### config.mk
export PLATFORM = sky130hd
export DESIGN_NAME = chain_rdbk_ctrl
export DESIGN_NICKNAME = d
export VERILOG_FILES = /design/src/rtl/chain_pkg.sv /design/src/rtl/chain_sck_gen.sv /design/src/rtl/chain_word_asm.sv /design/src/rtl/chain_wait_timer.sv /design/src/rtl/chain_rdbk_ctrl.sv
export SDC_FILE = /design/constraint.sdc
export NUM_CORES = 1
export LEC_CHECK = 0
export BUFFER_PORTS_ARGS = -buffer_cell sky130_fd_sc_hd__buf_2
export CAP_MARGIN = 15
export CELL_PAD_IN_SITES_DETAIL_PLACEMENT = 1
export CELL_PAD_IN_SITES_GLOBAL_PLACEMENT = 1
export CORE_MARGIN = 10
export CORE_UTILIZATION = 51
export DETAILED_ROUTE_END_ITERATION = 16
export GPL_TIMING_DRIVEN = 0
export PLACE_DENSITY_LB_ADDON = 0.1
export SLEW_MARGIN = 30
export SYNTH_ARGS = -nofsm -noshare
export SYNTH_HDL_FRONTEND = slang
export SYNTH_SLANG_ARGS = --single-unit
### constraint.sdc
create_clock -name clk -period 3.15 [get_ports clk]
set_input_delay 0.1575 -clock clk [delete_from_list [all_inputs] [get_ports clk]]
set_output_delay 0.1575 -clock clk [all_outputs]
set_load 0.05 [all_outputs]
### src/rtl/chain_pkg.sv
package chain_pkg;

  typedef enum logic [1:0] {
    ST_IDLE  = 2'd0,
    ST_WAIT  = 2'd1,
    ST_SHIFT = 2'd2
  } ctl_state_e;

  // falling clock edges for one full readback: indicator bit plus all words
  function automatic int unsigned chain_clocks(int unsigned ndev, int unsigned wbits);
    return ndev * wbits + 1;
  endfunction

  // bits needed to hold values 0 .. v-1 (at least one)
  function automatic int unsigned cnt_width(int unsigned v);
    return (v < 2) ? 1 : $clog2(v);
  endfunction

endpackage

### src/rtl/chain_sck_gen.sv
module chain_sck_gen
  import chain_pkg::*;
#(
  parameter int unsigned SCK_HALF = 2
) (
  input  logic clk,
  input  logic rst_n,
  input  logic run_i,
  output logic sck_o,
  output logic fall_evt_o,
  output logic rise_evt_o
);

  localparam int unsigned CW = cnt_width(SCK_HALF);

  logic [CW-1:0] cnt_q;
  logic          sck_q;
  logic          tick;

  assign tick = run_i && (cnt_q == CW'(SCK_HALF - 1));

  always_ff @(posedge clk or negedge rst_n) begin
    if (!rst_n) begin
      cnt_q <= '0;
      sck_q <= 1'b1;
    end else if (!run_i) begin
      cnt_q <= '0;
      sck_q <= 1'b1;
    end else if (tick) begin
      cnt_q <= '0;
      sck_q <= ~sck_q;
    end else begin
      cnt_q <= cnt_q + 1'b1;
    end
  end

  assign sck_o      = sck_q;
  assign fall_evt_o = tick & sck_q;
  assign rise_evt_o = tick & ~sck_q;

endmodule

### src/rtl/chain_word_asm.sv
module chain_word_asm
  import chain_pkg::*;
#(
  parameter int unsigned NDEV   = 3,
  parameter int unsigned WORD_W = 14,
  localparam int unsigned IW    = cnt_width(NDEV),
  localparam int unsigned BW    = cnt_width(WORD_W)
) (
  input  logic              clk,
  input  logic              rst_n,
  input  logic              clear_i,
  input  logic              cap_i,
  input  logic              bit_i,
  output logic              valid_o,
  output logic [WORD_W-1:0] data_o,
  output logic [IW-1:0]     idx_o
);

  logic              first_q;
  logic [BW-1:0]     bitpos_q;
  logic [WORD_W-1:0] sr_q;
  logic [IW-1:0]     widx_q;
  logic [WORD_W-1:0] next_word;
  logic              word_end;

  assign next_word = {sr_q[WORD_W-2:0], bit_i};
  assign word_end  = (bitpos_q == BW'(WORD_W - 1));

  always_ff @(posedge clk or negedge rst_n) begin
    if (!rst_n) begin
      first_q  <= 1'b1;
      bitpos_q <= '0;
      sr_q     <= '0;
      widx_q   <= '0;
      valid_o  <= 1'b0;
      data_o   <= '0;
      idx_o    <= '0;
    end else begin
      valid_o <= 1'b0;
      if (clear_i) begin
        first_q  <= 1'b1;
        bitpos_q <= '0;
        widx_q   <= '0;
      end else if (cap_i) begin
        if (first_q) begin
          first_q <= 1'b0;          // completion indicator bit
        end else begin
          sr_q <= next_word;
          if (word_end) begin
            bitpos_q <= '0;
            valid_o  <= 1'b1;
            data_o   <= next_word;
            idx_o    <= widx_q;
            widx_q   <= widx_q + 1'b1;
          end else begin
            bitpos_q <= bitpos_q + 1'b1;
          end
        end
      end
    end
  end

endmodule

### src/rtl/chain_wait_timer.sv
module chain_wait_timer
  import chain_pkg::*;
#(
  parameter int unsigned WAIT_LIMIT = 200
) (
  input  logic clk,
  input  logic rst_n,
  input  logic arm_i,
  output logic expire_o
);

  localparam int unsigned TW = cnt_width(WAIT_LIMIT);

  logic [TW-1:0] cnt_q;

  always_ff @(posedge clk or negedge rst_n) begin
    if (!rst_n)      cnt_q <= '0;
    else if (!arm_i) cnt_q <= '0;
    else             cnt_q <= cnt_q + 1'b1;
  end

  assign expire_o = arm_i && (cnt_q == TW'(WAIT_LIMIT - 1));

endmodule

### src/rtl/chain_rdbk_ctrl.sv
module chain_rdbk_ctrl
  import chain_pkg::*;
#(
  parameter int unsigned NDEV       = 3,
  parameter int unsigned WORD_W     = 14,
  parameter int unsigned SCK_HALF   = 2,
  parameter int unsigned WAIT_LIMIT = 200,
  localparam int unsigned IDX_W     = cnt_width(NDEV)
) (
  input  logic              clk,
  input  logic              rst_n,
  input  logic              start_i,
  input  logic              sdo_i,
  output logic              cnv_o,
  output logic              sck_o,
  output logic              busy_o,
  output logic              word_valid_o,
  output logic [WORD_W-1:0] word_data_o,
  output logic [IDX_W-1:0]  word_idx_o,
  output logic              err_o
);

  localparam int unsigned TOTAL = chain_clocks(NDEV, WORD_W);
  localparam int unsigned FW    = cnt_width(TOTAL + 1);

  ctl_state_e    st_q;
  logic          cnv_q;
  logic          err_q;
  logic [FW-1:0] fcnt_q;

  // named internal events
  logic start_accept;
  logic fall_evt;
  logic rise_evt;
  logic done_evt;
  logic tmo_expire;
  logic in_wait;
  logic in_shift;

  assign in_wait      = (st_q == ST_WAIT);
  assign in_shift     = (st_q == ST_SHIFT);
  assign start_accept = (st_q == ST_IDLE) && start_i;
  assign done_evt     = in_shift && rise_evt && (fcnt_q == FW'(TOTAL));

  chain_sck_gen #(.SCK_HALF(SCK_HALF)) sck_i (
    .clk        (clk),
    .rst_n      (rst_n),
    .run_i      (in_shift),
    .sck_o      (sck_o),
    .fall_evt_o (fall_evt),
    .rise_evt_o (rise_evt)
  );

  chain_wait_timer #(.WAIT_LIMIT(WAIT_LIMIT)) tmr_i (
    .clk      (clk),
    .rst_n    (rst_n),
    .arm_i    (in_wait && !sdo_i),
    .expire_o (tmo_expire)
  );

  chain_word_asm #(.NDEV(NDEV), .WORD_W(WORD_W)) asm_i (
    .clk     (clk),
    .rst_n   (rst_n),
    .clear_i (in_wait),
    .cap_i   (in_shift && fall_evt),
    .bit_i   (sdo_i),
    .valid_o (word_valid_o),
    .data_o  (word_data_o),
    .idx_o   (word_idx_o)
  );

  always_ff @(posedge clk or negedge rst_n) begin
    if (!rst_n) begin
      st_q   <= ST_IDLE;
      cnv_q  <= 1'b0;
      err_q  <= 1'b0;
      fcnt_q <= '0;
    end else begin
      unique case (st_q)
        ST_IDLE: begin
          if (start_i) begin
            st_q  <= ST_WAIT;
            cnv_q <= 1'b1;
            err_q <= 1'b0;
          end
        end
        ST_WAIT: begin
          fcnt_q <= '0;
          if (sdo_i) begin
            st_q <= ST_SHIFT;
          end else if (tmo_expire) begin
            st_q  <= ST_IDLE;
            cnv_q <= 1'b0;
            err_q <= 1'b1;
          end
        end
        ST_SHIFT: begin
          if (fall_evt) fcnt_q <= fcnt_q + 1'b1;
          if (done_evt) begin
            st_q  <= ST_IDLE;
            cnv_q <= 1'b0;
          end
        end
        default: begin
          st_q  <= ST_IDLE;
          cnv_q <= 1'b0;
        end
      endcase
    end
  end

  assign cnv_o  = cnv_q;
  assign busy_o = (st_q != ST_IDLE);
  assign err_o  = err_q;

endmodule

* Word level (Yosys, flattened, before mapping)
Cells that the tools add are included.
Widths: inputs -> output; s select.
** Word-level totals
- Register bits after elaboration :: 57
- Latch bits :: 0
- RAM bits :: 0
- ROM bits :: 0
- Input bits :: 4
- Output and inout bits :: 21
- Logic and storage cells :: 93
- Memories kept :: 0
** Operators by class
- Add/subtract/negate cells :: 5
- Multiply operators :: 0
- Div/mod/pow operators :: 0
- $lt $le $gt $ge :: 0
- Equality and inequality tests :: 13
- Shift operators :: 0
- Mux-type cells :: 35
- Bitwise gates (word level) :: 5
- Reduce and logical (&&, ||, !) cells :: 21
** Operators by type and width (count)
- $mux 1 :: 17
- $mux 2 :: 8
- $mux 4 :: 4
- $ne 2x2->1 const B :: 6
- $pmux 6 s2 :: 1
- $reduce_and 4->1 :: 3
- $reduce_bool 2->1 :: 5
- $reduce_and 3->1 :: 3
- $add 8x1->8 const B :: 1
- $eq 8x8->1 const B :: 1
- $mux 8 :: 1
- $add 6x1->6 const B :: 1
- $eq 6x6->1 const B :: 1
- $logic_and 1x1->1 :: 6
- $mux 6 :: 1
- $pmux 2 s3 :: 1
- $add 4x1->4 const B :: 1
- $eq 4x4->1 const B :: 1
- $reduce_and 2->1 :: 2
- $ne 3x3->1 const B :: 1
- $not 1->1 :: 3
- $pmux 1 s3 :: 1
- $add 2x1->2 const B :: 1
- $and 1x1->1 :: 2
- other kinds (7) :: 7

* Longest topological paths before layout
- Depth in word-level cells :: 7
- Mapped depth :: 7
- Mapped depth without buffers :: 5

* Modules after synthesis
A second synthesis with hierarchy kept.
** Second synthesis, totals
- Cells, all modules :: 213
- Area, all modules :: 2621.3 µm²
** By module, submodules not included
- chain_word_asm :: times used 1, cells each 104, area an instance 1556.5 µm², sequential area each 927.1 µm²
- chain_rdbk_ctrl :: times used 1, cells each 64, area an instance 583.1 µm², sequential area each 250.2 µm²
- chain_wait_timer :: times used 1, cells each 37, area an instance 394.1 µm², sequential area each 200.2 µm²
- chain_sck_gen :: times used 1, cells each 8, area an instance 87.6 µm², sequential area each 51.3 µm²

* Worst setup path before layout
No wires, ideal clock.
- Path type :: flip-flop to flip-flop
- Start point :: register sck_i.sck_q, in the netlist sck_i.sck_o
- End point :: register asm_i.data_o[10]
- Setup time :: 125 ps
- Arrival time :: 1738 ps
- Data required time :: 3025 ps
- Slack :: 1287 ps
- Cell stages (with the launch flop) :: 7
- Buffers on the path :: 3
- Clock period less this slack :: 1863 ps
- Cell sequence :: dfstp_2 and4b_1 buf_4 and2_4 buf_6 buf_12 mux2_4
** Between the ends
- Longest elaborated chain between the ends :: 3
** Ends and longest elaborated chain
- start, declared :: line chain_sck_gen.sv:17 : logic sck_q;
- start signal, assigned :: line chain_sck_gen.sv:31 : sck_q <= ~sck_q;
- $and 1x1->1 :: line chain_sck_gen.sv:38 : assign fall_evt_o = tick & sck_q;
- $logic_and 1x1->1 :: line chain_rdbk_ctrl.sv:65 : .cap_i (in_shift && fall_evt),
- $reduce_and 4->1 (no line)
- end signal, assigned :: line chain_word_asm.sv:52 : data_o <= next_word;
- end, declared :: line chain_word_asm.sv:15 : output logic [WORD_W-1:0] data_o,
No other way between the ends.
A chain may end at the register's enable or synchronous reset.

* Worst setup path in the final report
- Start point :: register sck_i.sck_q, in the netlist sck_i.sck_o
- End point :: register asm_i.sr_q[6]
** Between the ends
- Longest elaborated chain between the ends :: 3
** Ends and longest elaborated chain
- $and 1x1->1 :: line chain_sck_gen.sv:38
- $logic_and 1x1->1 :: line chain_rdbk_ctrl.sv:65
- $reduce_and 3->1 (no line)
- end signal, assigned :: line chain_word_asm.sv:48 : sr_q <= next_word;
- end, declared :: line chain_word_asm.sv:21 : logic [WORD_W-1:0] sr_q;
No other way between the ends.

==> qor.yml <==
clocking:
  cts_buffer_depth: 2
  postCtsSetupBuffers: 0
  clock_sinks: 57
  clk_pin_slew_ns: 0.07
  numCtsBuffers: 9
  cts_root_buf: "clkbuf_8"
  clkLatencyLatePin_ns: 0.34
  htree_levels: 3
  cts_tree: "yes"
status:
  status: "finished clean"
place:
  gp_routability_congestion: 0.810
  hpwl_um: 3650
  port_buffers: 24
logic_synthesis:
  synth_ff_type: "dfrtp_1"
  syn_area_um2: 2500
  synthCells: 204
  synth-edff-count: 0
  synth-seq-cells: 57
  synthArstFlopShare: 1.00
  yosysUniqueCellTypes: 38
  synth.avg_cell_area_um2: 12.3
  seq_area_frac_synth: 0.570
  yosys_warnings: 0
  syn_nets: 212
sta:
  post-route-min-period_ns: 1.88
  max_freq_mhz: 531
  slew_violations: 0
  fin_worst_skew_ns: 0.00654
  tns_ns: 0
  max-slew-margin-rel: 0.528
  rsz0062_at_grt: "false"
  worstMarginPinSlew_ns: 0.708
  setup_viol: 0
  finalCritPeriodShare: 0.598
  hold_viol_final: 0
cells_and_area:
  antennaDiodeCount: 0
  fin_util: 0.617
  final_common_cell: "dfrtp_1"
  layout.nets: 248
  area_growth_pct: 17.0
  nFillCells: 522
  final_cell_mix: "55 x dfrtp_1, 23 x buf_2, 19 x mux2_2, 12 x nand3_1"
  layout-drive-gt1-share: 0.310
setup_path:
  rr_worst_depth: 4
  worstPathMaxFanout: 10
  cp.required_ns: 3.37
  r2r-start: "sck_i.sck_o"
  endpoint_kind: "flop"
  crit_type: "flop to flop"
  arrival_ns: 2.10
  rrSetupSlack_ns: 1.27
  cp-start-kind: "flop"
  r2r_end: "asm_i.sr_q[6]"
route:
  ant_nets: 0
  vias: 1709
  firstDrtPassIters: 4
  drcViolationCount: 0
  routed_wl_um: 5260
  via_per_inst: 5.48
  drtIter0Drc: 77
  post_drt_wl_per_cell_um: 16.9
floorplan:
  coreArea_um2: 4750
  dieWidth_um: 90.1
  rows: 25
  dieArea_um2: 8110
  die_h_um: 90.1
  start_util: 0.527
  ios: 25
worst_hold_path:
  holdPathStages: 3
  hp-class: "primary input to flop"
  worstHoldStart: "start_i"
  min_to: "st_q[0]"
grt:
  grt_pass1_vias: 1841
  grt_max_degree: 58
  grt_usage: 0.137
  grt_pass1_wl_um: 9030
  overflow: 0
  antenna_found_initial: 0
power_and_ir_drop:
  leakage_nw: 1.33
  ir_drop_mv: 0.250
  power.density_nw_per_um2: 513
flow_run:
  cap_violations: 0
[layout make-up]
class,instances,area [um2],share of cell area
Sequential cell,57,1430,0.487
Multi-Input combinational cell,133,992,0.338
Timing Repair Buffer,25,133,0.0452
Clock buffer,10,128,0.0435
Tap cell,67,83.8,0.0286
Clock inverter,6,82.6,0.0282
Buffer,8,61.3,0.0209
Inverter,6,22.5,0.00768
[synthesized netlist by cell type, types with 2 or more instances]
cell / number / area, um2
a21oi_1: 11 / 55.1
and4b_1: 3 / 30.0
buf_4: 2 / 15.0
clkbuf_1: 4 / 15.0
dfrtp_1: 55 / 1380
dfstp_2: 2 / 52.6
ha_1: 4 / 50.1
inv_1: 6 / 22.5
mux2_2: 19 / 214
mux2_4: 9 / 135
mux2i_1: 2 / 20.0
nand2_1: 11 / 41.3
nand2b_1: 5 / 31.3
nand3_1: 12 / 60.1
nand4_1: 4 / 25.0
nor2_1: 9 / 33.8
nor3_1: 2 / 10.0
o211ai_1: 3 / 22.5
o21ai_0: 11 / 55.1
o31ai_1: 3 / 22.5
or3_1: 8 / 50.1
xnor2_1: 2 / 17.5
xor2_1: 2 / 17.5
[critical path, cell delays in order (launching register included)]
cell      delay [ns]
dfstp_2         0.58
nand4b_2        0.22
nor2_2          0.34
buf_4           0.26
mux2_2          0.37
[report_power, final]
group | switching [mW] | internal, mW | total [mW] | leakage (nW)
Combinational | 0.0172 | 0.00860 | 0.0258 | 0.502
Clock | 0.290 | 0.441 | 0.731 | 0.106
Sequential | 0.00663 | 0.740 | 0.747 | 0.726
Total | 0.314 | 1.19 | 1.50 | 1.33
[cells by family after synthesis]
| logic type | after synthesis | synth area share |
|---|---|---|
| xor gates and xnor gates | 4 | 0.0140 |
| buffers and inverters | 14 | 0.0335 |
| adders and majority gates | 4 | 0.0200 |
| and+or+nand+nor | 63 | 0.141 |
| muxes | 30 | 0.147 |
| DFF | 57 | 0.570 |
| AOI/OAI and AO/OA | 32 | 0.0734 |
[stage by stage]
stage | power [mW] | instance area [um2] | cells | worst slack, ns | hold slack [ns]
after floorplan | 0.765 | 2500 | 204 | 1.29 | -0.138
after global placement | 0.783 | 2710 | 295 | 1.33 | 0.400
after detailed placement | 0.786 | 2710 | 295 | 1.28 | 0.256
after CTS | 1.52 | 2930 | 312 | 1.24 | 0.0823
after global routing | 1.57 | 2930 | 312 | 1.14 | 0.0939
final | 1.50 | 2930 | 312 | 1.27 | 0.0859
[worst max-delay path by stage]
| stage | start | endpoint | slack [ns] | cells after the start |
|---|---|---|---|---|
| floorplan | sck_i.sck_o | asm_i.data_o[10] | 1.29 | 6 |
| global placement | sck_i.sck_o | asm_i.sr_q[11] | 1.33 | 4 |
| detailed placement | sck_i.sck_o | asm_i.sr_q[6] | 1.28 | 4 |
| CTS | sck_i.sck_o | asm_i.sr_q[6] | 1.24 | 4 |
| global route | sck_i.sck_o | asm_i.sr_q[6] | 1.14 | 4 |
| finish | sck_i.sck_o | asm_i.sr_q[6] | 1.27 | 4 |
[registers in the layout, indices dropped and copies added (netlist names), 2 cells and up]
name            count
fcnt_q              6
asm_i.widx_q        2
tmr_i.cnt_q         8
asm_i.data_o       14
st_q                2
asm_i.bitpos_q      4
asm_i.sr_q         13
asm_i.idx_o         2
[per-layer routing]
layer  up-vias  GRT usage  wire length (um)
met5         -          0                 0
met4         0     0.0570                76
met3         8     0.0590               289
met2        29      0.226              2630
met1       873      0.152              2270
li1        799          -                 -
[what timing repair did]
action / CTS / global route
resized for setup: 0 / 0
hold endpoints to repair: 55 / 0
hold buffers: 1 / 0
(Power assumes the default switching activity.)
